**config.mk**
```make
export PLATFORM = sky130hd
export DESIGN_NAME = stack_ptr_unit
export DESIGN_NICKNAME = d
export VERILOG_FILES = /design/src/rtl/stk_pkg.sv /design/src/rtl/stk_op_arbiter.sv /design/src/rtl/stk_sp_reg.sv /design/src/rtl/stk_rec_tracker.sv /design/src/rtl/stack_ptr_unit.sv
export SDC_FILE = /design/constraint.sdc
export NUM_CORES = 1
export LEC_CHECK = 0
export BUFFER_PORTS_ARGS = -buffer_cell sky130_fd_sc_hd__buf_2
export CORE_ASPECT_RATIO = 1.5
export CORE_MARGIN = 2
export CORE_UTILIZATION = 61
export DETAILED_ROUTE_END_ITERATION = 16
export MAX_ROUTING_LAYER = met4
export PLACE_DENSITY = 0.87
export SLEW_MARGIN = 20
export SYNTH_ARGS = -nofsm -noshare
export SYNTH_HDL_FRONTEND = slang
export SYNTH_HIERARCHICAL = 1
export SYNTH_SLANG_ARGS = --single-unit
```
**constraint.sdc**
```tcl
create_clock -name clk -period 6.15 [get_ports clk]
set_input_delay 1.23 -clock clk [delete_from_list [all_inputs] [get_ports clk]]
set_output_delay 1.23 -clock clk [all_outputs]
set_load 0.02 [all_outputs]
```
**src/rtl/stk_pkg.sv**
```systemverilog
package stk_pkg;

   typedef enum logic [2:0] {
      STK_IDLE  = 3'd0,
      STK_LOAD  = 3'd1,
      STK_CALL  = 3'd2,
      STK_RET   = 3'd3,
      STK_PUSH  = 3'd4,
      STK_POP   = 3'd5,
      STK_INC   = 3'd6,
      STK_DEC   = 3'd7
   } stk_op_e;

   function automatic logic op_grows(stk_op_e op);
      return (op == STK_PUSH) || (op == STK_INC) || (op == STK_CALL);
   endfunction

   function automatic logic op_shrinks(stk_op_e op);
      return (op == STK_POP) || (op == STK_DEC) || (op == STK_RET);
   endfunction

   function automatic logic op_is_frame(stk_op_e op);
      return (op == STK_CALL) || (op == STK_RET);
   endfunction

endpackage

```
**src/rtl/stk_op_arbiter.sv**
```systemverilog
module stk_op_arbiter
   import stk_pkg::*;
(
   input  logic    load_i,
   input  logic    call_i,
   input  logic    ret_i,
   input  logic    push_i,
   input  logic    pop_i,
   input  logic    inc_i,
   input  logic    dec_i,
   output stk_op_e op_o
);

   localparam int NREQ = 7;

   logic [NREQ-1:0] req;
   stk_op_e         op_tab [NREQ];

   assign req = {dec_i, inc_i, pop_i, push_i, ret_i, call_i, load_i};

   assign op_tab[0] = STK_LOAD;
   assign op_tab[1] = STK_CALL;
   assign op_tab[2] = STK_RET;
   assign op_tab[3] = STK_PUSH;
   assign op_tab[4] = STK_POP;
   assign op_tab[5] = STK_INC;
   assign op_tab[6] = STK_DEC;

   // lowest index wins: load, call, return, push, pop, increment, decrement
   always_comb begin
      op_o = STK_IDLE;
      for (int i = NREQ - 1; i >= 0; i--) begin
         if (req[i]) op_o = op_tab[i];
      end
   end

endmodule

```
**src/rtl/stk_sp_reg.sv**
```systemverilog
module stk_sp_reg
   import stk_pkg::*;
#(
   parameter int SP_W        = 8,
   parameter int SP_RESET    = 7,
   parameter int FRAME_BYTES = 2
) (
   input  logic            clk,
   input  logic            rst_n,
   input  stk_op_e         op_i,
   input  logic [SP_W-1:0] wr_data_i,
   output logic [SP_W-1:0] sp_o,
   output logic [SP_W-1:0] addr_o
);

   localparam logic [SP_W-1:0] RST_VAL = SP_W'(SP_RESET);
   localparam logic [SP_W-1:0] ONE     = SP_W'(1);
   localparam logic [SP_W-1:0] FRAME   = SP_W'(FRAME_BYTES);

   logic [SP_W-1:0] sp_q;
   logic [SP_W-1:0] sp_d;
   logic [SP_W-1:0] sp_up1;

   assign sp_up1 = sp_q + ONE;

   always_comb begin
      unique case (op_i)
         STK_LOAD: sp_d = wr_data_i;
         STK_CALL: sp_d = sp_q + FRAME;
         STK_RET:  sp_d = sp_q - FRAME;
         STK_PUSH,
         STK_INC:  sp_d = sp_up1;
         STK_POP,
         STK_DEC:  sp_d = sp_q - ONE;
         default:  sp_d = sp_q;
      endcase
   end

   // writes land above the top byte, reads come from the top byte
   always_comb begin
      unique case (op_i)
         STK_PUSH,
         STK_CALL: addr_o = sp_up1;
         default:  addr_o = sp_q;
      endcase
   end

   always_ff @(posedge clk) begin
      if (!rst_n) sp_q <= RST_VAL;
      else        sp_q <= sp_d;
   end

   assign sp_o = sp_q;

endmodule

```
**src/rtl/stk_rec_tracker.sv**
```systemverilog
module stk_rec_tracker
   import stk_pkg::*;
#(
   parameter int REC_W       = 32,
   parameter int FRAME_BYTES = 2,
   parameter bit CALL_MARK   = 1'b1,
   parameter int CNT_W       = $clog2(REC_W + 1)
) (
   input  logic             clk,
   input  logic             rst_n,
   input  stk_op_e          op_i,
   input  logic             flag_clr_i,
   output logic [REC_W-1:0] rec_o,
   output logic [CNT_W-1:0] cnt_o,
   output logic             ovf_o,
   output logic             unf_o
);

   localparam logic [CNT_W-1:0] STEP1  = CNT_W'(1);
   localparam logic [CNT_W-1:0] STEPF  = CNT_W'(FRAME_BYTES);
   localparam logic [CNT_W:0]   FULL   = (CNT_W+1)'(REC_W);
   localparam logic [REC_W-1:0] F_MASK = REC_W'((64'd1 << FRAME_BYTES) - 64'd1);

   logic [REC_W-1:0] rec_q, rec_d, rec_shl, rec_shr, fill;
   logic [REC_W-1:0] call_fill;
   logic [CNT_W-1:0] cnt_q, cnt_d, n_bits;
   logic [CNT_W:0]   cnt_sum;
   logic             grow, shrink, ovf_evt, unf_evt;
   logic             ovf_q, unf_q;

   generate
      if (CALL_MARK) begin : g_mark_ones
         assign call_fill = F_MASK;
      end else begin : g_mark_zeros
         assign call_fill = '0;
      end
   endgenerate

   assign grow    = op_grows(op_i);
   assign shrink  = op_shrinks(op_i);
   assign n_bits  = op_is_frame(op_i) ? STEPF : STEP1;
   assign fill    = (op_i == STK_CALL) ? call_fill : '0;
   assign rec_shl = (rec_q << n_bits) | fill;
   assign rec_shr = rec_q >> n_bits;
   assign cnt_sum = {1'b0, cnt_q} + {1'b0, n_bits};
   assign ovf_evt = grow && (cnt_sum > FULL);
   assign unf_evt = shrink && (cnt_q < n_bits);

   always_comb begin
      rec_d = rec_q;
      cnt_d = cnt_q;
      if (grow) begin
         rec_d = rec_shl;
         cnt_d = ovf_evt ? FULL[CNT_W-1:0] : cnt_sum[CNT_W-1:0];
      end else if (shrink) begin
         rec_d = rec_shr;
         cnt_d = unf_evt ? '0 : (cnt_q - n_bits);
      end
   end

   always_ff @(posedge clk) begin
      if (!rst_n) begin
         rec_q <= '0;
         cnt_q <= '0;
         ovf_q <= 1'b0;
         unf_q <= 1'b0;
      end else begin
         rec_q <= rec_d;
         cnt_q <= cnt_d;
         ovf_q <= (ovf_q && !flag_clr_i) || ovf_evt;
         unf_q <= (unf_q && !flag_clr_i) || unf_evt;
      end
   end

   assign rec_o = rec_q;
   assign cnt_o = cnt_q;
   assign ovf_o = ovf_q;
   assign unf_o = unf_q;

endmodule

```
**src/rtl/stack_ptr_unit.sv**
```systemverilog
module stack_ptr_unit
   import stk_pkg::*;
#(
   parameter int SP_W        = 8,
   parameter int SP_RESET    = 7,
   parameter int REC_W       = 32,
   parameter int FRAME_BYTES = 2,
   parameter bit CALL_MARK   = 1'b1,
   parameter int CNT_W       = $clog2(REC_W + 1)
) (
   input  logic             clk,
   input  logic             rst_n,
   input  logic             push_i,
   input  logic             pop_i,
   input  logic             inc_i,
   input  logic             dec_i,
   input  logic             call_i,
   input  logic             ret_i,
   input  logic             wr_en_i,
   input  logic [SP_W-1:0]  wr_data_i,
   input  logic             flag_clr_i,
   output logic [SP_W-1:0]  sp_o,
   output logic [SP_W-1:0]  addr_o,
   output logic [REC_W-1:0] rec_o,
   output logic [CNT_W-1:0] rec_cnt_o,
   output logic             rec_ovf_o,
   output logic             rec_unf_o
);

   generate
      if (SP_W < 2) begin : g_bad_sp_w
         $error("stack_ptr_unit: SP_W must be at least 2");
      end
      if (FRAME_BYTES < 1 || FRAME_BYTES >= REC_W) begin : g_bad_frame
         $error("stack_ptr_unit: FRAME_BYTES must lie in 1..REC_W-1");
      end
      if (SP_RESET < 0 || SP_RESET >= (1 << SP_W)) begin : g_bad_reset
         $error("stack_ptr_unit: SP_RESET outside pointer range");
      end
      if (CNT_W < $clog2(REC_W + 1)) begin : g_bad_cnt
         $error("stack_ptr_unit: CNT_W too narrow for REC_W");
      end
   endgenerate

   stk_op_e op;

   stk_op_arbiter u_arb (
      .load_i (wr_en_i),
      .call_i (call_i),
      .ret_i  (ret_i),
      .push_i (push_i),
      .pop_i  (pop_i),
      .inc_i  (inc_i),
      .dec_i  (dec_i),
      .op_o   (op)
   );

   stk_sp_reg #(
      .SP_W        (SP_W),
      .SP_RESET    (SP_RESET),
      .FRAME_BYTES (FRAME_BYTES)
   ) u_sp (
      .clk       (clk),
      .rst_n     (rst_n),
      .op_i      (op),
      .wr_data_i (wr_data_i),
      .sp_o      (sp_o),
      .addr_o    (addr_o)
   );

   stk_rec_tracker #(
      .REC_W       (REC_W),
      .FRAME_BYTES (FRAME_BYTES),
      .CALL_MARK   (CALL_MARK),
      .CNT_W       (CNT_W)
   ) u_rec (
      .clk        (clk),
      .rst_n      (rst_n),
      .op_i       (op),
      .flag_clr_i (flag_clr_i),
      .rec_o      (rec_o),
      .cnt_o      (rec_cnt_o),
      .ovf_o      (rec_ovf_o),
      .unf_o      (rec_unf_o)
   );

endmodule

```
Word-level counts from Yosys, hierarchy flattened
Index checks and enable logic that the tools add are counted.
W data, S select, Z words.

storage, ports and cells
  register bits after elaboration = 48
  logic and storage cells = 57
  bits of input ports = 18
  output and inout bits = 56

cells by class
  add/subtract/negate cells = 6
  reductions and logical operators = 17
  equal/unequal tests = 7
  magnitude comparators = 2
  muxes and demuxes = 17
  shifts and indexed selects = 2
  bitwise operators = 1

operators by type and width
  operator               number
  $mux W32               2
  $pmux W8 S5            1
  $or A32 B32 Y32        1
  $shl A32 B6 Y32        1
  $shr A32 B6 Y32        1
  $mux W6                4
  $mux W3                7
  $eq A3 B3 Y1 const B   4
  $add A8 B1 Y8 const B  1
  $add A8 B2 Y8 const B  1
  $mux W8                1
  $sub A8 B1 Y8 const B  1
  $sub A8 B2 Y8 const B  1
  $add A6 B6 Y7          1
  $gt A7 B6 Y1 const B   1
  $logic_or A1 B1 Y1     7
  $eq A3 B2 Y1 const B   2
  $lt A6 B6 Y1           1
  $reduce_or A2 Y1       3
  $sub A6 B6 Y6          1
  $reduce_bool A5 Y1     1
  $logic_and A1 B1 Y1    4
  $mux W2                2
  $eq A3 B1 Y1 const B   1
  2 further kinds        2

Longest topological paths before layout
Gate-level depths: netlist of the first run.

  depth after elaboration = 15
  mapped depth = 15

Modules after synthesis
The synthesis of the first run kept the hierarchy.

by module, submodules not included
  module           instances  area an instance (µm²)  cells an instance
  stk_rec_tracker  1          2,753.9                 360
  stk_sp_reg       1          1,014.7                 138
  stk_op_arbiter   1          61.3                    11

Worst setup path after synthesis of the first run
OpenSTA, ideal clock, no wires.

  path kind = input port to output port
  start point = input port push_i
  end point = output port addr_o[5]
  slack = 1.822 ns
  buffers on the path = 0
  arrival time = 3.098 ns
  cell stages on the path = 7
  required time = 4.920 ns
  cell sequence = nor2_1 a2111oi_2 xnor2_1 nor2_1 nand2_1 nor4_1 xor2_1

between the ends
  cells in the longest elaborated chain, start to end = 7
  elaborated cells between the ends (all ways) = 8
  those cells by class = 2 x eq/ne; 5 x mux; 1 x reduce/logical

ends and longest elaborated chain
  item                                                 line                  text
  start, declared                                      stack_ptr_unit.sv:13  input logic push_i,
  $mux W3 * (4 in a row)                               stk_op_arbiter.sv:33  if (req[i]) op_o = op_tab[i];
  net op[2]                                            stack_ptr_unit.sv:45  stk_op_e op;
  $eq A3 B2 Y1 / $eq A3 B3 Y1 (equally long branches)  stk_sp_reg.sv:41      unique case (op_i)
  $reduce_or A2 Y1 *                                   stk_sp_reg.sv:41
  $mux W8 *                                            stk_sp_reg.sv:41
  end, declared                                        stack_ptr_unit.sv:23  output logic [SP_W-1:0] addr_o,

The timed path passes the listed nets; every way through them passes the cells marked *.

Worst setup path in the final report of the first run
Ends and elaborated chain as after synthesis.

==> flow_summary.yaml, run 1 <==
grt:
  grt_max_degree: 78
  grt_pass1_vias: 3671
  grt_use_total: 0.311
  antenna_found_initial: 0
  overflow: 0
  grt_pass1_wl_mm: 16.6
layout:
  layout.nets: 575
  antenna_cells: 0
  fillers: 521
  mostFrequentLayoutCells: "buf_2 (73), a21oi_1 (69), nor2_1 (50)"
  instances_no_fill: 625
  area_growth_pct: 11.4
  final_common_cell: "buf_2"
  seq_area_um2: 961
  drive_above_1_share: 0.218
  multi_input_area_mm2: 0.00266
  finalInstanceArea_mm2: 0.00427
worst_setup_path:
  worstSetupStartpoint: "push_i"
  crit_path_end_kind: "output pin"
  crit_type: "in2out"
  worstReg2RegStart: "u_rec/cnt_o[1]$_SDFFE_PN0P_"
  worstPathMaxFanout: 23
  critPathLaunchType: "input pin"
  crit_required_ns: 4.92
  cp.arrival_ns: 3.59
floorplan:
  initial_core_util: 0.629
  die_x_um: 68.7
  core-area_mm2: 0.00609
  placementRows: 35
  fp.dieArea_mm2: 0.00694
  fp.dieH_um: 101
  io_pins: 74
sta:
  clock_skew_ns: 0.00380
  rsz0062_at_grt: "false"
  tns_ns: 0
  finalHoldViolCount: 0
  setup_viol: 0
  relSlewSlack: 0.302
  fmax_mhz: 208
  slew_violations: 0
  worst_slew_pin_slew_ns: 1.05
  min_period_ns: 4.82
  fin_crit_sh: 0.783
pwr:
  p_leak_nw: 1.80
  internal-power_mw: 0.559
  combPwrFrac: 0.356
  swShare: 0.399
  switchingPower_mw: 0.371
  powerDensity_mw_per_mm2: 218
  pwr-share-seq: 0.420
  finalPower_mw: 0.930
  max-vdd-ir-drop_v: 0.000192
  pwr-share-clk: 0.224
status:
  status: "completed"
clock_tree:
  clkTransAtPathRegs_ns: 0.10
  cts_hold_buffers: 0
  clk_latency_ns: 0.31
  cts_made_buffers: 5
  root_buffer: "clkbuf_8"
  cts-resized-gates: 0
  htree_levels: 2
  cts_tree: "yes"
  cts_setup_buffers: 0
  cts_sinks: 48
  clock_path_buffers: 2
route:
  ant_nets: 0
  top_layer: "met4"
  first_pass_iters: 5
  wl_mm: 10.4
  wl_met3_um: 614
  vias: 4126
  dr_wl_met2_mm: 5.34
  wl_met1_mm: 4.27
  wire_per_inst_um: 16.7
  route.detailed.drc: 0
  via_per_inst: 6.60
  drt_iter0_drc: 389
min_path:
  min_path_type: "reg2reg"
  min_from: "u_rec/unf_o$_SDFF_PN0_"
placed_design:
  placed_area_mm2: 0.00417
  dp_hpwl_mm: 6.78
  dp_cells: 617
  portBuffers: 73
  place_congestion: 0.970
synth:
  async_flop_share: 0
  syn-instance-count: 509
  syn-num-nets: 534
  synth_flop_cell: "dfxtp_1"
  synth-edff-count: 0
  ys_types: 69
  ys_ff_latch: 48
  syn_area_mm2: 0.00383
  yosysWarnings: 6
  ys_seq_area_frac: 0.251
  avgSynthCellArea_um2: 7.52
run:
  maxCapViolCount: 0
==> power by group through the flow <==
stage                     clock network, mW  registers (mW)  logic, mW
after floorplan                           0           0.397      0.239
after global placement                    0           0.395      0.320
after detailed placement                  0           0.396      0.326
after CTS                             0.213           0.389      0.328
after global routing                  0.225           0.396      0.362
final                                 0.208           0.391      0.331
==> metrics by stage <==
step / util / worst slack [ns] / hold WS [ns]
after floorplan: - / 1.82 / 0.558
after global placement: 0.685 / 1.53 / 0.478
final: 0.701 / 1.33 / 0.507
after CTS: 0.701 / 1.40 / 0.507
after global routing: 0.701 / 1.23 / 0.535
after detailed placement: 0.685 / 1.39 / 0.481
==> cell usage after synthesis, types with 3 or more instances <==
| cell | count | area (µm²) |
|---|---|---|
| ha_1 | 6 | 75.1 |
| inv_2 | 5 | 18.8 |
| clkbuf_1 | 25 | 93.8 |
| mux2i_1 | 16 | 160 |
| mux2_2 | 9 | 101 |
| o21ai_0 | 13 | 65.1 |
| nand4_1 | 7 | 43.8 |
| inv_1 | 11 | 41.3 |
| xnor2_1 | 11 | 96.3 |
| nor2b_1 | 21 | 131 |
| a221oi_1 | 11 | 96.3 |
| nand2b_1 | 18 | 113 |
| dfxtp_1 | 48 | 961 |
| nor3_1 | 6 | 30.0 |
| o221ai_1 | 4 | 35.0 |
| a211oi_1 | 5 | 37.5 |
| nor2_1 | 50 | 188 |
| or3_1 | 3 | 18.8 |
| a21oi_1 | 70 | 350 |
| a311oi_1 | 12 | 105 |
| o22ai_1 | 5 | 31.3 |
| xor2_1 | 11 | 96.3 |
| buf_1 | 3 | 11.3 |
| and3_1 | 3 | 18.8 |
| nand2_1 | 40 | 150 |
| nand3_1 | 19 | 95.1 |
| a22oi_1 | 3 | 22.5 |
| o21ai_1 | 3 | 15.0 |
| buf_2 | 15 | 75.1 |
| o2111ai_1 | 3 | 26.3 |
| a31oi_1 | 6 | 37.5 |
==> final timing paths <==
kind,cells past startpoint,end,slack [ns]
setup / recovery,10,addr_o[5],1.33
hold / removal,2,u_rec/unf_o$_SDFF_PN0_,0.51
setup reg to reg,8,u_rec/cnt_o[5]$_SDFFE_PN0P_,3.62
hold reg to reg,2,u_rec/unf_o$_SDFF_PN0_,0.51
==> metal layers <==
metal | track usage | vias up
li1 | - | 1938
met1 | 0.377 | 1984
met2 | 0.507 | 182
met3 | 0.0458 | 22
met4 | 0.128 | 0
met5 | - | -
==> logic make-up (layout without fill, tap and decap cells) <==
kind of cell               count (synthesis)  count (layout)  synth area share
AOI/OAI and AO/OA                        158             158             0.283
muxes                                     26              26            0.0712
buffers and inverters                     60             102            0.0657
DFF                                       48              48             0.251
and+or+nand+nor                          188             188             0.254
adders and majority gates                  7               7            0.0248
xor gates and xnor gates                  22              22            0.0503
==> sequential cells by signal (all words and copies together), names as in the netlist, named ones only <==
register,flops
u_sp/sp_o,8
u_rec/rec_o,28
u_rec/unf_o,1
u_rec/cnt_o,6
u_rec/ovf_o,1
==> critical path: stages <==
cell and delay [ns]:
buf_2 0.12, nor2_1 0.21, o21ai_0 0.20, a21oi_4 0.56
xnor2_1 0.12, nor2_1 0.33, nand2_1 0.14, nor4_1 0.32
xor2_1 0.17, buf_2 0.18
==> cell type report <==
type                    instances  share of cell area
well taps                      74              0.0217
multi-input cells             401               0.622
inverters                      16              0.0141
repair buffers                 78              0.0944
clock inverters                 2             0.00322
flip-flops and latches         48               0.225
clock buffers                   6              0.0193
Power figures use the tool's default switching activity.
==> run 2, diff against run 1 <==
--- a/config.mk
+++ b/config.mk
@@ -5,13 +5,14 @@
 export SDC_FILE = /design/constraint.sdc
 export NUM_CORES = 1
 export LEC_CHECK = 0
+export ABC_AREA = 1
 export BUFFER_PORTS_ARGS = -buffer_cell sky130_fd_sc_hd__buf_2
 export CORE_ASPECT_RATIO = 1.5
 export CORE_MARGIN = 2
-export CORE_UTILIZATION = 61
+export CORE_UTILIZATION = 51
 export DETAILED_ROUTE_END_ITERATION = 16
 export MAX_ROUTING_LAYER = met4
-export PLACE_DENSITY = 0.87
+export PLACE_DENSITY = 0.77
 export SLEW_MARGIN = 20
 export SYNTH_ARGS = -nofsm -noshare
 export SYNTH_HDL_FRONTEND = slang
==> constraint.sdc (replaced) <==
create_clock -name clk -period 3.92 [get_ports clk]
set_input_delay 0.784 -clock clk [delete_from_list [all_inputs] [get_ports clk]]
set_output_delay 0.784 -clock clk [all_outputs]
set_load 0.02 [all_outputs]
==> run 2 against run 1 <==
Global-route usage decreased by 5.9 points. Register-to-register slack got worse by 1.7 ns. Via count increased by 7.6%. Clock skew decreased by 0.00062 ns. Final cell count increased by 33%. Die area increased by 22%.
==> flow_summary.yaml, run 2 <==
floorplan:
  fp.dieH_um: 112
  core-area_mm2: 0.00756
  placementRows: 39
  die_x_um: 75.8
  io_pins: 74
  fp.dieArea_mm2: 0.00846
  initial_core_util: 0.521
placed_design:
  dp_hpwl_mm: 7.43
  dp_cells: 821
  place_congestion: 0.924
  portBuffers: 73
  dp_slack_ns: 0.600
  placed_area_mm2: 0.00436
worst_setup_path:
  critPathLaunchType: "input pin"
  cp.arrival_ns: 2.56
  worstReg2RegStart: "u_rec/cnt_o[0]$_SDFFE_PN0P_"
  r2r_cells: 10
  worstPathMaxFanout: 15
  crit_required_ns: 3.14
  crit_type: "in2out"
  worstSetupStartpoint: "wr_en_i"
  crit_path_end_kind: "output pin"
layout:
  final_common_cell: "nand2_1"
  area_growth_pct: 14.4
  fillers: 749
  instances_no_fill: 829
  layout.nets: 751
  post-route-util: 0.596
  mostFrequentLayoutCells: "nand2_1 (180), inv_1 (104), o21ai_0 (84)"
  multi_input_area_mm2: 0.00241
  finalInstanceArea_mm2: 0.00451
  drive_above_1_share: 0.187
  antenna_cells: 0
  largest_reg_flops: 28
  seq_area_um2: 961
synth:
  synth_flop_cell: "dfxtp_1"
  async_flop_share: 0
  avgSynthCellArea_um2: 5.93
  ys_types: 38
  syn-instance-count: 665
  yosysWarnings: 6
  yosys-top-cells-count: "nand2_1 (180), inv_1 (104), o21ai_0 (84)"
  syn_area_mm2: 0.00394
  ys_ff_latch: 48
  syn-num-nets: 690
  synth_area_leader_cell: "dfxtp_1"
  synthTopCellsByArea: "dfxtp_1 (24%), nand2_1 (17%), o21ai_0 (11%)"
  ys_seq_area_frac: 0.244
  synth_top_area_frac: 0.244
  yosysMostFrequentCell: "nand2_1"
  synth-edff-count: 0
grt:
  antenna_found_initial: 0
  overflow: 0
  grt_max_degree: 76
  grt_pass1_wl_mm: 17.1
  grt_pass1_vias: 4073
  grt_use_total: 0.252
sta:
  postLayoutSetupSlackWorst_ns: 0.580
  fmax_mhz: 299
  min_period_ns: 3.34
  finalHoldViolCount: 0
  rsz0062_at_grt: "false"
  clock_skew_ns: 0.00318
  setup_viol: 0
  slew_violations: 0
  fin_crit_sh: 0.852
  relSlewSlack: 0.473
  fin_hold_ws_ns: 0.465
  tns_ns: 0
  worst_slew_pin_slew_ns: 0.791
route:
  wire_per_inst_um: 12.4
  vias: 4438
  wl_mm: 10.3
  top_layer: "met4"
  ant_nets: 0
  route.detailed.drc: 0
  dr_wl_met2_mm: 5.32
  via_per_inst: 5.35
  wl_met1_mm: 4.22
  wl_met3_um: 421
  drt_iter0_drc: 329
  first_pass_iters: 5
clock_tree:
  cts-resized-gates: 0
  cts_setup_buffers: 0
  cts_made_buffers: 5
  cts_tree: "yes"
  clk_latency_ns: 0.29
  root_buffer: "clkbuf_16"
  clock_path_buffers: 2
  clkTransAtPathRegs_ns: 0.07
  htree_levels: 2
  cts_sinks: 48
  cts_hold_buffers: 0
min_path:
  min_path_type: "reg2reg"
  min_from: "u_rec/ovf_o$_SDFF_PN0_"
  worstHoldPathCells: 2
pwr:
  powerDensity_mw_per_mm2: 328
  p_leak_nw: 2.25
  max-vdd-ir-drop_v: 0.000233
  finalPower_mw: 1.48
status:
  status: "completed"
run:
  maxCapViolCount: 0
## run 2: cell types whose count changed after synthesis, sizes merged, moves of 12 or more
| cell | previous run | this run |
|---|---|---|
| a21oi | 70 | 29 |
| a311oi | 12 | 0 |
| clkbuf | 25 | 9 |
| inv | 16 | 112 |
| mux2i | 16 | 0 |
| nand2 | 40 | 200 |
| nand2b | 19 | 0 |
| nand3 | 19 | 45 |
| nor2b | 21 | 0 |
| o211ai | 2 | 26 |
| o21ai | 16 | 87 |
## run 2: cell families (layout without fill, tap and decap cells)
group | count (synthesis) | after routing | share of synthesized area
AO/OA/AOI/OAI | 150 | 150 | 0.215
XOR/XNOR | 6 | 6 | 0.0133
adder cells (fa/ha/maj) | 7 | 7 | 0.0241
buffers and inverters | 141 | 203 | 0.144
flip-flops | 48 | 48 | 0.244
AND/OR/NAND/NOR | 313 | 313 | 0.360
## run 2: path summary, 6_finish.rpt
kind                                               endpoint  slack [ns]
worst max-delay path                              addr_o[7]        0.58
worst min-delay path                 u_rec/ovf_o$_SDFF_PN0_        0.46
worst max register to register  u_rec/cnt_o[2]$_SDFFE_PN0P_        1.95
worst min register to register       u_rec/ovf_o$_SDFF_PN0_        0.46
## run 2: per-layer routing
layer  vias up  track usage
met5         -            -
met3        29       0.0317
met4         0        0.105
li1       2248            -
met1      2032        0.277
met2       129        0.439
## run 2: cell type report
class | instances | area share
Inverter | 114 | 0.0949
Multi-Input combinational cell | 476 | 0.535
Sequential cell | 48 | 0.213
Timing Repair Buffer | 81 | 0.0943
Clock inverter | 2 | 0.00333
Tap cell | 102 | 0.0283
Clock buffer | 6 | 0.0308
## run 2: critical path, cell delays in order
cell and delay (ns):
buf_2 0.12, nor2_2 0.12, nand2_1 0.06, a21oi_1 0.21, inv_2 0.13, nor2_4 0.21, inv_2 0.06, o21ai_2 0.46
nand3_1 0.13, o21ai_0 0.09, buf_2 0.18
## run 2: where the power goes
part / total, mW / internal [mW] / switching (mW)
sequential: 0.553 / 0.511 / 0.0424
clock: 0.451 / 0.254 / 0.197
combinational: 0.474 / 0.148 / 0.326
==> run 3, diff against run 2 <==
--- a/config.mk
+++ b/config.mk
@@ -7,12 +7,14 @@
 export LEC_CHECK = 0
 export ABC_AREA = 1
 export BUFFER_PORTS_ARGS = -buffer_cell sky130_fd_sc_hd__buf_2
+export CELL_PAD_IN_SITES_DETAIL_PLACEMENT = 2
+export CELL_PAD_IN_SITES_GLOBAL_PLACEMENT = 2
 export CORE_ASPECT_RATIO = 1.5
 export CORE_MARGIN = 2
-export CORE_UTILIZATION = 51
+export CORE_UTILIZATION = 26
 export DETAILED_ROUTE_END_ITERATION = 16
 export MAX_ROUTING_LAYER = met4
-export PLACE_DENSITY = 0.77
+export PLACE_DENSITY_LB_ADDON = 0.1
 export SLEW_MARGIN = 20
 export SYNTH_ARGS = -nofsm -noshare
 export SYNTH_HDL_FRONTEND = slang
==> run 3 against run 2 <==
Final cell count grew 12%. Clock skew up 0.0027 ns. Largest power group unchanged. Worst setup slack improved by 0.057 ns. Combinational power grew 7.0%. Die area rose by 91%. Clock power is 16% higher. Critical path depth stayed put. Total power increased by 7.3%. Hold slack better by 0.0012 ns. Register-to-register slack about the same. First-iteration DRC count fell by 77%. Global-route usage decreased by 5.9 points.
==> flow_summary.yaml, run 3 (same netlist as run 2, synthesis figures left out) <==
sta:
  clock_skew_ns: 0.00589
  tns_ns: 0
  slew_violations: 0
  rsz0062_at_grt: "false"
  postLayoutSetupSlackWorst_ns: 0.637
  fmax_mhz: 305
  setup_viol: 0
  worst_slew_pin_slew_ns: 0.628
  relSlewSlack: 0.581
  fin_crit_sh: 0.837
  finalHoldViolCount: 0
  fin_hold_ws_ns: 0.466
  min_period_ns: 3.28
layout:
  antenna_cells: 0
  instances_no_fill: 929
  mostFrequentLayoutCells: "nand2_1 (180), inv_1 (104), o21ai_0 (84)"
  layout.nets: 754
  largest_reg_flops: 28
  final_common_cell: "nand2_1"
  drive_above_1_share: 0.192
  finalInstanceArea_mm2: 0.00467
  area_growth_pct: 18.5
status:
  status: "completed"
route:
  vias: 4552
  via_per_inst: 4.90
  ant_nets: 0
  wire_per_inst_um: 15.9
  first_pass_iters: 5
  route.detailed.drc: 0
  drt_iter0_drc: 76
  wl_mm: 14.8
worst_setup_path:
  crit_path_max_incr_delay_ns: 0.42
  worstSetupStartpoint: "wr_en_i"
  path_delay_family: "compound AO/OA/AOI/OAI gates"
  crit_type: "in2out"
  worstPathCellList: "buf_2 -> nor2_2 -> nand2_1 -> a21oi_1 -> inv_2 -> nor2_4 -> inv_2 -> o21ai_2 -> nand3_1 -> o21ai_0 -> buf_2"
  slowest_stage: "o21ai_2"
  cp.arrival_ns: 2.50
  path_buf_inv: 4
  crit_path_end_kind: "output pin"
  crit_required_ns: 3.14
  critPathLaunchType: "input pin"
  critPathCapture: "addr_o[7]"
  ff2ff_setup_slack_ns: 1.96
  worstReg2RegStart: "u_sp/sp_o[2]$_SDFFE_PN1P_"
  worstPathMaxFanout: 15
  r2r-end: "u_sp/sp_o[7]$_SDFFE_PN0P_"
  cp.depth: 11
  r2r_cells: 14
placed_design:
  dp_slack_ns: 0.594
  dp_cells: 921
  dp_hpwl_mm: 11.3
  portBuffers: 73
  place_congestion: 0.797
  placed_area_mm2: 0.00450
clock_tree:
  cts_made_buffers: 5
  cts_sinks: 48
  cts_tree: "yes"
  htree_levels: 2
  clkTransAtPathRegs_ns: 0.07
  clk_latency_ns: 0.30
  clock_path_buffers: 2
  root_buffer: "clkbuf_16"
  cts_setup_buffers: 0
  cts-resized-gates: 0
  cts_hold_buffers: 0
floorplan:
  initial_core_util: 0.264
  placementRows: 55
  core-area_mm2: 0.0149
  die_x_um: 105
  fp.dieH_um: 155
  io_pins: 74
  fp.dieArea_mm2: 0.0162
pwr:
  powerDensity_mw_per_mm2: 339
  p_leak_nw: 2.27
  max-vdd-ir-drop_v: 0.000216
grt:
  antenna_found_initial: 0
  overflow: 0
  grt_use_total: 0.193
  grt_pass1_wl_mm: 24.8
  grt_pass1_vias: 5064
  grt_max_degree: 73
run:
  maxCapViolCount: 0
min_path:
  min_path_type: "reg2reg"
run 3: cell count changes in the layout (fill, tap and decap cells not counted), sizes merged:
cell,before,now
buf,81,84
bufinv,0,1
clkbuf,6,5
clkinvlp,2,1
inv,112,113
run 3: tightest hold or removal path: stages (launching register included):
cell     delay [ns]
dfxtp_1        0.31
nand2_1        0.06
a21oi_1        0.05
run 3: how the worst min path moves through the flow:
stage                           startpoint                     end  slack, ns  cells after the start
detailed placement  u_rec/ovf_o$_SDFF_PN0_  u_rec/ovf_o$_SDFF_PN0_       0.46                      2
global route        u_rec/ovf_o$_SDFF_PN0_  u_rec/ovf_o$_SDFF_PN0_       0.50                      2
floorplan           u_rec/ovf_o$_SDFF_PN0_  u_rec/ovf_o$_SDFF_PN0_       0.54                      2
CTS                 u_rec/ovf_o$_SDFF_PN0_  u_rec/ovf_o$_SDFF_PN0_       0.47                      2
global placement    u_rec/unf_o$_SDFF_PN0_  u_rec/unf_o$_SDFF_PN0_       0.46                      2
finish              u_rec/ovf_o$_SDFF_PN0_  u_rec/ovf_o$_SDFF_PN0_       0.47                      2
run 3: report_power, final:
part           switching (mW)  internal (mW)
Combinational           0.354          0.153
Sequential             0.0466          0.510
Clock                   0.217          0.304
Total                   0.618          0.967
run 3: metrics by stage:
stage	power, mW	utilization
finish	1.58	0.313
global route	1.70	0.313
CTS	1.62	0.313
detailed placement	1.08	0.301
global placement	1.07	0.301
floorplan	0.910	-
run 3: layer usage:
layer	wire [µm]	vias up	part of all wire	global-route usage
met3	227	13	0.015	0.0156
met5	0	-	0	-
li1	-	2256	-	-
met4	241	0	0.016	0.0528
met2	8400	50	0.57	0.391
met1	5880	2233	0.40	0.193
run 3: final cells by class:
cell class | instances | area, µm²
clock buffers | 5 | 125
inverters | 114 | 428
clock inverters | 3 | 46.3
multi-input cells | 476 | 2420
repair buffers | 84 | 448
well taps | 199 | 249
flip-flops and latches | 48 | 961
fillers | 1919 | 10300
